## src/rtl/tpat_pkg.sv

```systemverilog
package tpat_pkg;

   localparam logic [7:0] LOGIC_ID = 8'hA1;

   localparam logic [3:0] SRC_PASS = 4'd0;
   localparam logic [3:0] SRC_SINE = 4'd1;
   localparam logic [3:0] SRC_PRBS = 4'd2;
   localparam logic [3:0] SRC_ALT  = 4'd3;

   localparam int PN_LEN = 15;
   localparam int MAX_W  = 64;

   // Quarter-wave-symmetric eighth-rate tone, Q15 amplitude.
   function automatic logic [15:0] sine_q15(input logic [2:0] idx);
      logic [15:0] v;
      case (idx)
         3'd0, 3'd4: v = 16'h0000;
         3'd1, 3'd3: v = 16'h5A82;
         3'd2:       v = 16'h7FFF;
         3'd5, 3'd7: v = 16'hA57E;
         default:    v = 16'h8001;
      endcase
      return v;
   endfunction

   // Runs the 15-bit recurrence nbits times from a state whose bit 14 is
   // the oldest bit; the newest bit lands in bit 0 of the result.
   function automatic logic [MAX_W-1:0] pn_word(input logic [PN_LEN-1:0] st,
                                                input int nbits);
      logic [PN_LEN-1:0] s;
      logic              nb;
      logic [MAX_W-1:0]  w;
      s = st;
      w = '0;
      for (int i = 0; i < MAX_W; i++) begin
         if (i < nbits) begin
            nb = s[PN_LEN-1] ^ s[PN_LEN-2];
            s  = {s[PN_LEN-2:0], nb};
            w  = {w[MAX_W-2:0], nb};
         end
      end
      return w;
   endfunction

endpackage

```

## src/rtl/tpat_gen.sv

```systemverilog
module tpat_gen
   import tpat_pkg::*;
#(
   parameter int DW = 16
) (
   input  logic          clk,
   input  logic          rst_n,
   input  logic          adv,
   output logic [DW-1:0] sine_w,
   output logic [DW-1:0] prbs_w,
   output logic [DW-1:0] alt_w
);

   localparam int PH_W = 3;

   logic [PN_LEN-1:0] pn_st;
   logic [PH_W-1:0]   phase;
   logic              alt_odd;
   logic [MAX_W-1:0]  pn_full;
   logic [15:0]       tone;
   logic              pn_unused;

   assign pn_full   = pn_word(pn_st, DW);
   assign prbs_w    = pn_full[DW-1:0];
   assign pn_unused = ^pn_full[MAX_W-1:DW];
   assign tone      = sine_q15(phase);
   assign alt_w     = alt_odd ? {(DW/2){2'b10}} : {(DW/2){2'b01}};

   generate
      if (DW == 16) begin : g_tone_exact
         assign sine_w = tone;
      end else begin : g_tone_wide
         assign sine_w = {tone, {(DW-16){1'b0}}};
      end
   endgenerate

   always_ff @(posedge clk) begin
      if (!rst_n) begin
         pn_st   <= '1;
         phase   <= '0;
         alt_odd <= 1'b0;
      end else if (adv) begin
         pn_st   <= prbs_w[PN_LEN-1:0];
         phase   <= phase + 1'b1;
         alt_odd <= ~alt_odd;
      end
   end

endmodule

```

## config.mk

```make
export PLATFORM = sky130hd
export DESIGN_NAME = tpat_gen
export DESIGN_NICKNAME = d
export VERILOG_FILES = /design/src/rtl/tpat_pkg.sv /design/src/rtl/tpat_gen.sv
export SDC_FILE = /design/constraint.sdc
export NUM_CORES = 1
export LEC_CHECK = 0
export BUFFER_PORTS_ARGS = -buffer_cell sky130_fd_sc_hd__buf_2
export CORE_MARGIN = 2
export CORE_UTILIZATION = 31
export DETAILED_ROUTE_END_ITERATION = 6
export PLACE_DENSITY = 0.64
export SYNTH_ARGS = -nofsm -noshare
export SYNTH_HDL_FRONTEND = slang
export SYNTH_SLANG_ARGS = --single-unit
```

## constraint.sdc

```tcl
create_clock -name clk -period 2.15 [get_ports clk]
set_input_delay 0.43 -clock clk [delete_from_list [all_inputs] [get_ports clk]]
set_output_delay 0.43 -clock clk [all_outputs]
set_load 0.01 [all_outputs]
```

==> results by group <==
Outcome
  • Run status: finished with violations
  • Violations in the final reports: setup timing

Worst setup path
  • Category of the worst setup path capture point: output port
  • Worst flop-to-flop path startpoint: phase[1]
  • Depth of the worst register-to-register path: 5
  • Nature of the critical path startpoint: flip-flop
  • Flop2flop setup slack: ~950 ps
  • Reg-to-reg endpoint: phase[2]
  • Required time of the critical path: about 1700 ps
  • Arrival time of data at the critical path endpoint: ~1700 ps
  • Class of the most critical setup path: flip-flop to output port
  • Maximum fanout count along the critical path: 5

Place
  • Setup slack after placement: 125 ps
  • Detailed Place HPWL: 1.47 mm
  • Buffers added on ports: 50
  • Placed Area: approximately 1300 sq um
  • Gpl congestion: roughly 0.67
  • Number of instances in the placed design: roughly 200

Floorplan
  • Die outline area: about 4400 sq um
  • Initial core utilization: about 32%
  • DIE WIDTH: between 60 and 70 um
  • I/O pins: 51
  • Total number of placement rows: 22
  • Die boundary height: 66.0 um
  • Core outline area: around 3700 sq um

STA
  • Count of final setup violators: 5
  • Normalized max-slew margin: between 60% and 70%
  • Setup clock skew after layout: between 2 and 2.5 ps
  • Final period util: 101%
  • Period minus WS final: ~2200 ps
  • Worst Hold Margin: approximately 500 ps
  • Max Transition Viols Final: 0
  • Transition at the pin with the smallest max-transition slack: 555 ps
  • Endpoints failing hold: 0
  • Final Worst Setup Slack: -12.5 ps
  • Maximum achievable frequency: about 460 MHz
  • RSZ-0062 raised after global routing: yes

Routing
  • Vias per std cell: about 4.3
  • Count of TritonRoute iterations in the first routing pass: 4
  • Remaining DRCs: 0
  • Initial DRC count: 15
  • Post-detailed-route wirelength per cell: about 11 um
  • Total via count after detailed routing: slightly below 900
  • Number of nets still failing antenna checks after routing: 0
  • Total wire length: roughly 2.2 mm

Yosys
  • Fraction of synthesized cell area in xor and xnor cells: a little over an eighth
  • Synth cell types: 20
  • Syn Std Cell Area: about 1200 sq um
  • Share of synthesized area spent on multiplexers: 11.8%
  • Synthesized net count: 140
  • Average footprint of a synthesized cell: about 9 sq um
  • Yosys synthesis warning count: 0
  • Compound-gate portion of the synthesized area: under 10%
  • Basic-gate share of the synthesized area counting and, or, nand and nor cells: approximately 8.4%
  • Share of the yosys chip area belonging to registers: approximately a third
  • Post-synthesis register bit count: 19
  • Dominant combinational cell family by area after synthesis: buffers and inverters
  • Fraction of the mapped netlist area in adder cells: around 5.3%
  • Cells after synthesis: between 100 and 150

Global route
  • Number of antenna violations at the first check in global routing: 0
  • Total routing resource utilization after global routing: 9.99%
  • Aggregate global routing overflow: 0
  • Wire length of the first global-routing pass: between 3 and 4 mm
  • Maximum number of pins on one net before global-route repair: 23
  • Via count of the first global-routing pass: roughly 800

Power and ir drop
  • Portion of total power attributed to the clock network: between 20% and 30%
  • Internal power consumption: about 0.75 mW
  • Peak supply drop: roughly 0.00034 V
  • Cell Pwr Density: 834 nW/um^2
  • Reported net switching power: about 0.44 mW
  • Overall power: approximately 1.2 mW
  • Switching share of power: between 30% and 40%
  • Part of the total power dissipated in combinational logic: between 40 and 50%
  • Lkg Pwr: 0.743 nW
  • Part of the total power dissipated in sequential elements: between 30% and 40%

CTS
  • Number of buffers added to fix hold violations after cts: 0
  • Clock sink count: 19
  • Clock Tree Root: sky130_fd_sc_hd__clkbuf_8
  • Clock Path Buffers: 2
  • Clock latency at the later pin of the worst-skew pair: about 250 ps
  • CTS tree: done
  • CTS clock-pin slew for the worst setup and hold paths: 70 ps
  • Number of levels in the clock H-tree: 1
  • Number of buffers added by the clock tree synthesis step: 3

Layout
  • Fraction of layout cells with a size suffix above 1: between 40 and 50%
  • Cell area after layout: about 1400 sq um
  • Antenna Diode Count: 0
  • Most common cell after layout, fill and taps aside: sky130_fd_sc_hd__buf_2
  • Post-route non-filler standard cell count: between 200 and 250
  • Layout overhead on the synthesized area: 19.7%
  • Net count of the finished layout: 169
  • Most used cells in the layout excluding fill and tap cells: 50 x sky130_fd_sc_hd__buf_2, 18 x sky130_fd_sc_hd__xor2_1, 18 x sky130_fd_sc_hd__nand2_1

Min path
  • Hold path endpoint: pn_st[12]
  • Type of the worst min-delay path: primary input to flip-flop
  • Cell depth of the worst min-delay path: 2
  • Min-delay src: rst_n

Flow run
  • Max_cap viols: 0
[through the flow]
stage	setup TNS [ps]	utilization, %
2_1_floorplan	0	-
3_3_place_gp	0	35.1
3_5_place_dp	0	35.1
4_1_cts	0	37.4
5_1_grt	-385	38.6
6_report	-55.7	38.6
[critical path: stages (launching register included)]
cell	delay, ps
sky130_fd_sc_hd__dfxtp_4	370
sky130_fd_sc_hd__ha_4	170
sky130_fd_sc_hd__ha_4	170
sky130_fd_sc_hd__and4bb_2	300
sky130_fd_sc_hd__o21ai_2	60
sky130_fd_sc_hd__a22o_1	270
sky130_fd_sc_hd__buf_2	150
[Yosys cell counts]
cell | n | share of area, %
sky130_fd_sc_hd__and4bb_2 | 1 | 1.1
sky130_fd_sc_hd__a21oi_1 | 1 | 0.42
sky130_fd_sc_hd__a22o_1 | 1 | 0.74
sky130_fd_sc_hd__buf_4 | 27 | 17
sky130_fd_sc_hd__o211ai_1 | 1 | 0.63
sky130_fd_sc_hd__ha_1 | 5 | 5.3
sky130_fd_sc_hd__nand2_1 | 18 | 5.7
sky130_fd_sc_hd__nor3b_1 | 1 | 0.63
sky130_fd_sc_hd__buf_2 | 1 | 0.42
sky130_fd_sc_hd__mux2i_1 | 14 | 12
sky130_fd_sc_hd__o211a_1 | 2 | 1.7
sky130_fd_sc_hd__clkbuf_1 | 3 | 0.95
sky130_fd_sc_hd__and2_1 | 2 | 1.1
sky130_fd_sc_hd__dfxtp_1 | 19 | 32
sky130_fd_sc_hd__xor2_1 | 18 | 13
sky130_fd_sc_hd__o22ai_1 | 1 | 0.53
sky130_fd_sc_hd__a21o_1 | 2 | 1.3
sky130_fd_sc_hd__inv_1 | 8 | 2.5
sky130_fd_sc_hd__o21bai_1 | 1 | 0.63
sky130_fd_sc_hd__o21ai_0 | 6 | 2.5
[sequential cells by signal (all words and copies together), names as in the netlist]
signal   cells
alt_odd      1
pn_st       15
phase        3
[cell type report]
cell class,instances,area (sq um)
clock inverter,1,5.00
clock buffer,3,41.3
timing repair buffer,55,292
inverter,8,30.0
tap,48,60.1
fill,381,2260
multi-input combinational,74,609
sequential,19,387
[worst max-delay path by stage]
stage | to | start | cells past startpoint | slack (ps)
floorplan | sine_w[11] | phase[0] | 6 | 80
global placement | sine_w[9] | phase[1] | 6 | 180
detailed placement | sine_w[11] | phase[1] | 6 | 130
CTS | sine_w[11] | phase[1] | 6 | 8
global route | sine_w[14] | phase[1] | 6 | -80
finish | sine_w[11] | phase[1] | 6 | -10
[metal layers]
layer | global-route usage [%] | vias up | part of all wire (%)
li1 | - | 456 | -
met1 | 11.9 | 400 | 43
met2 | 17.6 | 28 | 51
met3 | 2.04 | 0 | 6.1
met4 | 3.83 | 0 | 0
met5 | 0 | - | 0
[kinds of logic after synthesis]
family | Yosys count
AOI/OAI and AO/OA | 15
xor gates and xnor gates | 18
adders and majority gates | 5
buffers and inverters | 39
DFF | 19
muxes | 14
and+or+nand+nor | 22
[timing repair]
item | in CTS | in global routing
pin swaps | 1 | 3
gates cloned | 0 | 0
buffers inserted | 1 | 2
resized for setup | 9 | 8
hold endpoints to repair | 0 | 0
setup endpoints to repair | 6 | 6
[power by group through the flow]
| stage | combinational, mW | sequential [mW] | clock, mW |
|---|---|---|---|
| final | 0.479 | 0.460 | 0.249 |
| after global routing | 0.532 | 0.469 | 0.278 |
| after CTS | 0.478 | 0.458 | 0.259 |
| after detailed placement | 0.467 | 0.465 | 0 |
| after global placement | 0.466 | 0.463 | 0 |
| after floorplan | 0.360 | 0.458 | 0 |
Power figures use the tool's default switching activity.
